**config.mk**
```make
export PLATFORM = sky130hd
export DESIGN_NAME = vtlb_lookup
export DESIGN_NICKNAME = d
export VERILOG_FILES = /design/src/rtl/tlbx_pkg.sv /design/src/rtl/tlbx_store.sv /design/src/rtl/tlbx_way_match.sv /design/src/rtl/tlbx_hit_pick.sv /design/src/rtl/vtlb_lookup.sv
export SDC_FILE = /design/constraint.sdc
export NUM_CORES = 1
export LEC_CHECK = 0
export BUFFER_PORTS_ARGS = -buffer_cell sky130_fd_sc_hd__buf_2
export CORE_MARGIN = 2
export CORE_UTILIZATION = 59
export DETAILED_ROUTE_END_ITERATION = 12
export HOLD_SLACK_MARGIN = 0.12
export PLACE_DENSITY = 0.83
export RECOVER_POWER = 25
export SLEW_MARGIN = 5
export SYNTH_ARGS = -nofsm -noshare
export SYNTH_HDL_FRONTEND = slang
export SYNTH_SLANG_ARGS = --single-unit
```
**constraint.sdc**
```tcl
create_clock -name clk -period 5.9 [get_ports clk]
set_input_delay 1.18 -clock clk [delete_from_list [all_inputs] [get_ports clk]]
set_output_delay 1.18 -clock clk [all_outputs]
set_load 0.03 [all_outputs]
```
**src/rtl/tlbx_pkg.sv**
```systemverilog
package tlbx_pkg;

    localparam int PG_SHIFT = 12;
    localparam int VPN_W    = 32 - PG_SHIFT;
    localparam int PFN_W    = 20;

    // tag word bit positions
    localparam int TG_GLOBAL = 11;
    localparam int TG_VALID  = 10;

    // data word bit positions
    localparam int DT_X = 20;
    localparam int DT_W = 21;
    localparam int DT_R = 22;
    localparam int DT_C = 23;

    typedef enum logic [1:0] {
        ACC_READ  = 2'd0,
        ACC_WRITE = 2'd1,
        ACC_FETCH = 2'd2
    } acc_e;

    // compare key kept per entry (process ID stored separately, width is a parameter)
    typedef struct packed {
        logic [VPN_W-1:0] vpn;
        logic             glob;
        logic             vld;
    } tkey_t;

    // translation payload kept per entry
    typedef struct packed {
        logic             c;
        logic             r;
        logic             w;
        logic             x;
        logic [PFN_W-1:0] pfn;
    } xlat_t;

    function automatic tkey_t key_of(input logic [31:0] tag);
        tkey_t k;
        k.vpn  = tag[31:PG_SHIFT];
        k.glob = tag[TG_GLOBAL];
        k.vld  = tag[TG_VALID];
        return k;
    endfunction

    function automatic xlat_t xlat_of(input logic [31:0] d);
        xlat_t t;
        t.c   = d[DT_C];
        t.r   = d[DT_R];
        t.w   = d[DT_W];
        t.x   = d[DT_X];
        t.pfn = d[PFN_W-1:0];
        return t;
    endfunction

endpackage

```
**src/rtl/tlbx_store.sv**
```systemverilog
module tlbx_store
    import tlbx_pkg::*;
#(
    parameter int NUM_ENTRIES = 16,
    parameter int NUM_WAYS    = 4,
    parameter int PID_BITS    = 8,
    localparam int IDX_W      = $clog2(NUM_ENTRIES),
    localparam int SETS       = NUM_ENTRIES / NUM_WAYS,
    localparam int SET_W      = (SETS > 1) ? $clog2(SETS) : 1
) (
    input  logic                               clk,
    input  logic                               rst,
    input  logic                               wr_en,
    input  logic [IDX_W-1:0]                   wr_index,
    input  logic [31:0]                        wr_tag,
    input  logic [31:0]                        wr_data,
    input  logic [SET_W-1:0]                   set_idx,
    output tkey_t [NUM_WAYS-1:0]               rd_key,
    output logic  [NUM_WAYS-1:0][PID_BITS-1:0] rd_pid,
    output xlat_t [NUM_WAYS-1:0]               rd_xl
);

    tkey_t               key_q [NUM_ENTRIES];
    logic [PID_BITS-1:0] pid_q [NUM_ENTRIES];
    xlat_t               xl_q  [NUM_ENTRIES];

    always_ff @(posedge clk) begin
        if (rst) begin
            for (int i = 0; i < NUM_ENTRIES; i++) begin
                key_q[i] <= '0;
                pid_q[i] <= '0;
                xl_q[i]  <= '0;
            end
        end else if (wr_en) begin
            key_q[wr_index] <= key_of(wr_tag);
            pid_q[wr_index] <= wr_tag[PID_BITS-1:0];
            xl_q[wr_index]  <= xlat_of(wr_data);
        end
    end

    // each way reads slot way*NUM_WAYS + set
    for (genvar w = 0; w < NUM_WAYS; w++) begin : g_rd
        logic [IDX_W-1:0] slot;
        assign slot      = IDX_W'(w * NUM_WAYS) + IDX_W'(set_idx);
        assign rd_key[w] = key_q[slot];
        assign rd_pid[w] = pid_q[slot];
        assign rd_xl[w]  = xl_q[slot];
    end

endmodule

```
**src/rtl/tlbx_way_match.sv**
```systemverilog
module tlbx_way_match
    import tlbx_pkg::*;
#(
    parameter int PID_BITS = 8
) (
    input  tkey_t               key,
    input  logic [PID_BITS-1:0] ent_pid,
    input  logic [VPN_W-1:0]    vpn,
    input  logic [PID_BITS-1:0] cur_pid,
    output logic                hit
);

    logic vpn_eq;
    logic pid_ok;

    assign vpn_eq = (key.vpn == vpn);
    assign pid_ok = key.glob || (ent_pid == cur_pid);
    assign hit    = key.vld && vpn_eq && pid_ok;

endmodule

```
**src/rtl/tlbx_hit_pick.sv**
```systemverilog
module tlbx_hit_pick
    import tlbx_pkg::*;
#(
    parameter int NUM_WAYS = 4,
    localparam int WAY_W   = (NUM_WAYS > 1) ? $clog2(NUM_WAYS) : 1
) (
    input  logic  [NUM_WAYS-1:0] hits,
    input  xlat_t [NUM_WAYS-1:0] xl_in,
    output logic                 any,
    output logic  [WAY_W-1:0]    way,
    output xlat_t                xl_out
);

    always_comb begin
        any    = 1'b0;
        way    = '0;
        xl_out = '0;
        // scan downward so the lowest matching way is the last one kept
        for (int w = NUM_WAYS - 1; w >= 0; w--) begin
            if (hits[w]) begin
                any    = 1'b1;
                way    = WAY_W'(w);
                xl_out = xl_in[w];
            end
        end
    end

endmodule

```
**src/rtl/vtlb_lookup.sv**
```systemverilog
module vtlb_lookup
    import tlbx_pkg::*;
#(
    parameter int NUM_ENTRIES = 16,
    parameter int NUM_WAYS    = 4,
    parameter int PID_BITS    = 8,
    localparam int IDX_W      = $clog2(NUM_ENTRIES),
    localparam int WAY_W      = (NUM_WAYS > 1) ? $clog2(NUM_WAYS) : 1,
    localparam int SETS       = NUM_ENTRIES / NUM_WAYS,
    localparam int SET_W      = (SETS > 1) ? $clog2(SETS) : 1
) (
    input  logic                clk,
    input  logic                rst,
    input  logic                wr_en,
    input  logic [IDX_W-1:0]    wr_index,
    input  logic [31:0]         wr_tag,
    input  logic [31:0]         wr_data,
    input  logic                lk_valid,
    input  logic [31:0]         lk_vaddr,
    input  logic [1:0]          lk_acc,
    input  logic [PID_BITS-1:0] lk_pid,
    output logic                rs_valid,
    output logic                rs_hit,
    output logic [31:0]         rs_paddr,
    output logic                rs_rd,
    output logic                rs_wr,
    output logic                rs_ex,
    output logic                rs_cache,
    output logic [1:0]          rs_acc,
    output logic [WAY_W-1:0]    rs_way
);

    logic [VPN_W-1:0]              vpn;
    logic [SET_W-1:0]              set_idx;
    tkey_t [NUM_WAYS-1:0]          rd_key;
    logic  [NUM_WAYS-1:0][PID_BITS-1:0] rd_pid;
    xlat_t [NUM_WAYS-1:0]          rd_xl;
    logic  [NUM_WAYS-1:0]          hits;
    logic                          any;
    logic  [WAY_W-1:0]             sel_way;
    xlat_t                         sel_xl;
    acc_e                          acc;

    assign vpn     = lk_vaddr[31:PG_SHIFT];
    assign set_idx = SET_W'(vpn & VPN_W'(SETS - 1));
    assign acc     = acc_e'(lk_acc);

    tlbx_store #(
        .NUM_ENTRIES (NUM_ENTRIES),
        .NUM_WAYS    (NUM_WAYS),
        .PID_BITS    (PID_BITS)
    ) u_store (
        .clk      (clk),
        .rst      (rst),
        .wr_en    (wr_en),
        .wr_index (wr_index),
        .wr_tag   (wr_tag),
        .wr_data  (wr_data),
        .set_idx  (set_idx),
        .rd_key   (rd_key),
        .rd_pid   (rd_pid),
        .rd_xl    (rd_xl)
    );

    for (genvar w = 0; w < NUM_WAYS; w++) begin : g_way
        tlbx_way_match #(
            .PID_BITS (PID_BITS)
        ) u_match (
            .key     (rd_key[w]),
            .ent_pid (rd_pid[w]),
            .vpn     (vpn),
            .cur_pid (lk_pid),
            .hit     (hits[w])
        );
    end

    tlbx_hit_pick #(
        .NUM_WAYS (NUM_WAYS)
    ) u_pick (
        .hits   (hits),
        .xl_in  (rd_xl),
        .any    (any),
        .way    (sel_way),
        .xl_out (sel_xl)
    );

    always_ff @(posedge clk) begin
        if (rst) begin
            rs_valid <= 1'b0;
            rs_hit   <= 1'b0;
            rs_paddr <= '0;
            rs_rd    <= 1'b0;
            rs_wr    <= 1'b0;
            rs_ex    <= 1'b0;
            rs_cache <= 1'b0;
            rs_acc   <= ACC_READ;
            rs_way   <= '0;
        end else begin
            rs_valid <= lk_valid;
            if (lk_valid) begin
                rs_hit   <= any;
                rs_paddr <= any ? {sel_xl.pfn, lk_vaddr[PG_SHIFT-1:0]} : '0;
                rs_rd    <= sel_xl.r;
                rs_wr    <= sel_xl.w;
                rs_ex    <= sel_xl.x;
                rs_cache <= sel_xl.c;
                rs_acc   <= acc;
                rs_way   <= sel_way;
            end
        end
    end

endmodule

```
## Yosys cells after proc, flatten, opt, wreduce, memory -nomap -nowiden

Memory sizes are Yosys's and may differ from the RTL's.
Index checks and enable logic that the tools add are counted.

- Add/sub/neg operators: 3
- Multiply operators: 0
- Div/mod/pow operators: 0
- $lt $le $gt $ge: 0
- Equality and inequality tests: 8
- Shift operators: 0
- Muxes and demuxes: 27
- Bitwise gates (word level): 0
- Reduce and logical (&&, ||, !) cells: 15

Operators by type and width:

| cell | number |
|---|---|
| 24-bit two-way mux | 5 |
| 20-bit equality test | 4 |
| 8-bit equality test | 4 |
| 32-bit two-way mux | 1 |
| 24-bit OR reduction | 1 |
| 22-bit two-way mux | 1 |
| 22-bit OR reduction | 1 |
| 1-bit two-way mux | 12 |
| 4-bit two-way mux | 3 |
| 1-bit logical AND | 8 |
| 2-bit two-way mux | 4 |
| 8-bit two-way mux | 1 |
| 8-bit OR reduction | 1 |
| 3-bit by 2-bit adder with 4-bit output, first input constant | 1 |
| 3-bit by 3-bit adder with 4-bit output, first input constant | 1 |
| 4-bit by 2-bit adder with 4-bit output, first input constant | 1 |
| 1-bit logical OR | 4 |

- Register bits after elaboration: 42
- Bits in latches: 0
- RAM bits: 864
- Memory bits (read-only): 0
- Input port bits: 114
- Output and inout port bits: 42
- Word-level logic and storage cells: 65
- Memories kept: 3

Memories:

| name | words | width | read ports | clocked after Yosys merged registers in | wr ports | RTL line | text |
|---|---|---|---|---|---|---|---|
| u_store.xl_q | 16 | 24 | 4 | 0 | 16 | tlbx_store.sv:25 | `xlat_t xl_q [NUM_ENTRIES];` |
| u_store.key_q | 16 | 22 | 4 | 0 | 16 | tlbx_store.sv:23 | `tkey_t key_q [NUM_ENTRIES];` |
| u_store.pid_q | 16 | 8 | 4 | 0 | 16 | tlbx_store.sv:24 | `logic [PID_BITS-1:0] pid_q [NUM_ENTRIES];` |

## Depth between registers and ports, before layout

An unclocked memory read counts as a cell.

- Depth in word-level cells: 10
- Gate-level depth with buffers: 14
- Mapped depth without buffers: 8

## Hierarchy

Synthesis repeated with hierarchy kept, for this count alone.

- Cell total of the unflattened synthesis: 2747
- Area, all modules: 41634.9 um2

By module, submodules not included:

| module | times used | cells an instance | area an instance (um2) | sequential area each (um2) |
|---|---|---|---|---|
| tlbx_store | 1 | 2322 | 37892.6 | 25944.9 |
| vtlb_lookup | 1 | 174 | 1592.8 | 840.8 |
| tlbx_way_match | 4 | 39 | 332.8 | 0.0 |
| tlbx_hit_pick | 1 | 95 | 818.3 | 0.0 |

## Least setup slack after synthesis

Ideal clock, no wire load.

- Path type: input to register
- From: in lk_vaddr[12]
- To: reg rs_paddr[21]
- Library setup time: 120 ps
- Data arrival time: 3608 ps
- Required time: 5780 ps
- Slack: 2172 ps
- Stages: 10
- Path buffers: 6
- Cell sequence: buf_6 > buf_6 > buf_4 > buf_4 > buf_2 > clkbuf_1 > mux4_2 > a32o_1 > a21oi_1 > o21ai_1

- Cells in the longest elaborated chain, start to end: 10
- Elaborated cells on any way between the ends: 35
- Classes of those cells: add/sub: 3; eq/ne: 8; mux: 9; reduce/logical: 12; memory: 3

Ends and longest elaborated chain:

| item | RTL line | text |
|---|---|---|
| from (decl) | vtlb_lookup.sv:19 | `input logic [31:0] lk_vaddr,` |
| 3-bit by 3-bit adder with 4-bit output | tlbx_store.sv:44 | `assign slot = IDX_W'(w * NUM_WAYS) + IDX_W'(set_idx);` |
| memory read 16 x 22 bit or memory read 16 x 8 bit (tied branches) | -- |  |
| 20-bit equality test or 8-bit equality test (tied branches) | tlbx_way_match.sv:16, tlbx_way_match.sv:17 |  |
| 1-bit logical AND or 1-bit logical OR (tied branches) | tlbx_way_match.sv:18, tlbx_way_match.sv:17 |  |
| 1-bit logical AND | tlbx_way_match.sv:18 | `assign hit = key.vld && vpn_eq && pid_ok;` |
| 24-bit two-way mux or 1-bit two-way mux (tied branches) (4 in series) | tlbx_hit_pick.sv:20 | `if (hits[w]) begin` |
| 32-bit two-way mux * | vtlb_lookup.sv:102 | `rs_paddr <= any ? {sel_xl.pfn, lk_vaddr[PG_SHIFT-1:0]} : '0;` |
| to (signal assigned) | vtlb_lookup.sv:102 |  |
| to (decl) | vtlb_lookup.sv:24 | `output logic [31:0] rs_paddr,` |

Mark *: on every way between the ends. The rest lies on a longest branch, timed or not.
A chain may end at the register's enable or synchronous reset.

==> qor.csv <==
metric;value;unit
synth_top_flop_cell;edfxtp_1;
leakage;15.5;nW
cts_resized;0;
io_buffers;145;
max_stage_delay;2.50;ns
numCtsBuffers;90;
area_growth;10.1;%
grt_pass1_wl;162000;microns
fmax;185;MHz
r2r_end;rs_paddr[20];
nets;2909;
die_h;268;microns
period_minus_slack;5.41;ns
clk_path_buf_depth;3;
dr.pass1.iters;7;
routed-via-count;24900;
tightest_slew;3.75;ns
clock_power_share;39.5;%
postLayoutCoreUtil;65.9;%
rsz0062_at_grt;false;
hold_violations;0;
ys_async_sr_fraction;0;%
wl_per_cell;29.1;microns
r2r_start;u_store.pid_q[12][0];
status;complete, but fails checks;
path_max_fanout;55;
via_per_inst;6.54;
core.rowCount;96;
worst_path_dominant_cell_family;buffers and inverters;
netlist_top_cells_area;edfxtp_1 (63%), and2_1 (13%), mux4_2 (9.5%);
netSwitchingFraction;22.9;%
antenna_left;0;
p_int;10.9;mW
crit_slowest_cell;clkbuf_1;
synth_common_cells;and2_1 (865), edfxtp_1 (864), clkbuf_1 (175);
syn_area;0.0412;sq mm
clk_pin_slew;0.05;ns
clk_latency;0.66;ns
cts_tree;yes;
yosysMostFrequentCell;and2_1;
ys_types;76;
start_util;59.9;%
critPathArrivalTime;5.66;ns
die_w;268;microns
slew_violations;467;
dieArea;0.0720;sq mm
crit_path_end_kind;flip-flop;
failed_checks;max-capacitance violations, max-slew violations;
wirelength;111000;microns
crit_chain;buf_2 > nor2b_1 > nand3b_1 > nor2_4 > clkbuf_1 > or2_4;
hold_path_depth;2;
syn-num-nets;2849;
worst-path-buf-inv;2;
max_slew_margin;-150;%
drive_above_1_share;17.0;%
peakVddDrop;239;uV
gr-total-overflow;0;
worst-r2r-cell-count;10;
setup-tns-final;0;ns
maxCapViolations;9;
gp_congestion;0.880;
start_kind;input port;
p_sw;3.22;mW
setup_viol_count_final;0;
path_depth;6;
finalClockSkew;0.0266;ns
cts.sinks;906;
yosys.area.top_type;edfxtp_1;
fin_crit_sh;91.7;%
synth_seq_cells;906;
fill_cells;4565;
drtIter0Drc;3928;
root_buffer;clkbuf_16;
synthCells;2735;
route.detailed.drc;0;
rrSetupSlack;2.39;ns
hold_buffers;0;
h-tree-depth;3;
post-dp-hpwl;58800;microns
pwr_density_cell;311;mW/mm^2
hold-path-endpoint;rs_paddr[5];
power_frac_comb;7.4;%
syn_avg_cell_area;15.1;sq um
coreArea;0.0688;sq mm
pin_count;156;
grt_start_max_net_pins;77;
synth.top_cell.area_share;62.9;%
required;6.15;ns
synth_edf_count;864;
critPathKind;input port to flip-flop;
grt_pass1_vias;25700;
min_path_type;flip-flop to flip-flop;
antenna_found_initial;11;
worstHoldStart;rs_paddr[5];
grt_usage;31.2;%
synth-seq-area-share;65.0;%
yosysWarnings;0;
pwr-share-seq;53.1;%
cts_setup_buffers;0;
-- logic make-up (layout without fill, tap and decap cells) --
kind of cell | count (synthesis) | after routing | synth area share (%)
AO/OA/AOI/OAI | 201 | 201 | 3.51
XOR/XNOR | 93 | 93 | 1.98
buffers and inverters | 249 | 380 | 2.71
flip-flops | 906 | 906 | 65.0
multiplexers | 253 | 253 | 11.5
other | 0 | 5 | 0
AND/OR/NAND/NOR | 1033 | 1033 | 15.3
-- sequential cells by signal, summed over array words and instances, names as in the netlist --
signal and count:
rs_way 2, rs_hit 1, u_store.xl_q 384, rs_rd 1, rs_cache 1, u_store.pid_q 128
u_store.key_q 352, rs_ex 1, rs_valid 1, rs_wr 1, rs_paddr 32, rs_acc 2
-- final cells by class --
cell class / instances / area (sq um) / area share (%)
sequential: 906 / 26800 / 59.0
multi-input combinational: 1580 / 13500 / 29.7
clock buffer: 117 / 2390 / 5.27
tap: 931 / 1160 / 2.57
timing repair buffer: 194 / 1040 / 2.29
clock inverter: 46 / 440 / 0.971
inverter: 23 / 86.3 / 0.190
antenna: 5 / 12.5 / 0.0276
-- per-stage QoR --
stage | power, mW | hold slack [ns] | area, sq um | setup slack [ns] | std cells
final | 14.1 | 0.455 | 45400 | 0.492 | 3802
after global routing | 14.4 | 0.472 | 45400 | 0.525 | 3800
after CTS | 14.1 | 0.453 | 45500 | 1.26 | 3797
after detailed placement | 8.65 | 0.446 | 42600 | 0.663 | 3634
after global placement | 8.59 | 0.432 | 42600 | 0.827 | 3634
after floorplan | 8.25 | 0.577 | 41200 | 2.17 | 2735
-- worst max-delay path by stage --
stage                            start             endpoint  slack [ns]
after floorplan           lk_vaddr[12]         rs_paddr[21]        2.17
after global placement    lk_vaddr[12]         rs_paddr[19]        0.83
after detailed placement  lk_vaddr[12]          rs_paddr[6]        0.66
after CTS                 lk_vaddr[12]          rs_paddr[6]        1.26
after global routing             wr_en  u_store.xl_q[5][17]        0.52
final                            wr_en  u_store.xl_q[5][17]        0.49
-- worst register-to-register path: cells and delay by family, from the launching register on --
family | cells | cell delay [ns]
AOI/OAI and AO/OA | 4 | 0.83
and+or+nand+nor | 2 | 0.71
buffers and inverters | 2 | 0.66
muxes | 1 | 0.48
xor gates and xnor gates | 1 | 0.39
DFF | 1 | 0.37
-- routing by layer --
metal  wire, microns  share of wire (%)  track usage [%]  vias up
met5              48              0.043                0        -
met4            3930                3.6             11.4        8
met3           12900                 12             6.27      306
met2           53700                 49             50.6     1799
met1           40100                 36             42.2    12600
li1                -                  -                -    10200
-- cells in the final DEF (no fill, tap or decap), drive strengths merged, types with 18 or more instances in the layout --
cell type	Yosys	routed
a21oi	35	35
a22oi	28	28
a32o	20	20
and2	866	866
buf	49	141
clkbuf	177	170
clkinv	1	36
dfxtp	42	42
edfxtp	864	864
inv	22	26
mux2i	68	68
mux4	175	175
nand2	35	35
nor2	28	28
o21ai	49	49
or2	18	18
xnor2	70	70
xor2	23	23
-- power groups by stage --
stage	clock network, mW	logic, mW	registers (mW)
final	5.57	1.05	7.49
after CTS	5.57	1.04	7.49
after floorplan	0	0.675	7.58
after global routing	5.83	1.10	7.52
after global placement	0	1.00	7.58
after detailed placement	0	1.03	7.62
No activity file was read; power rests on OpenSTA's default activity.
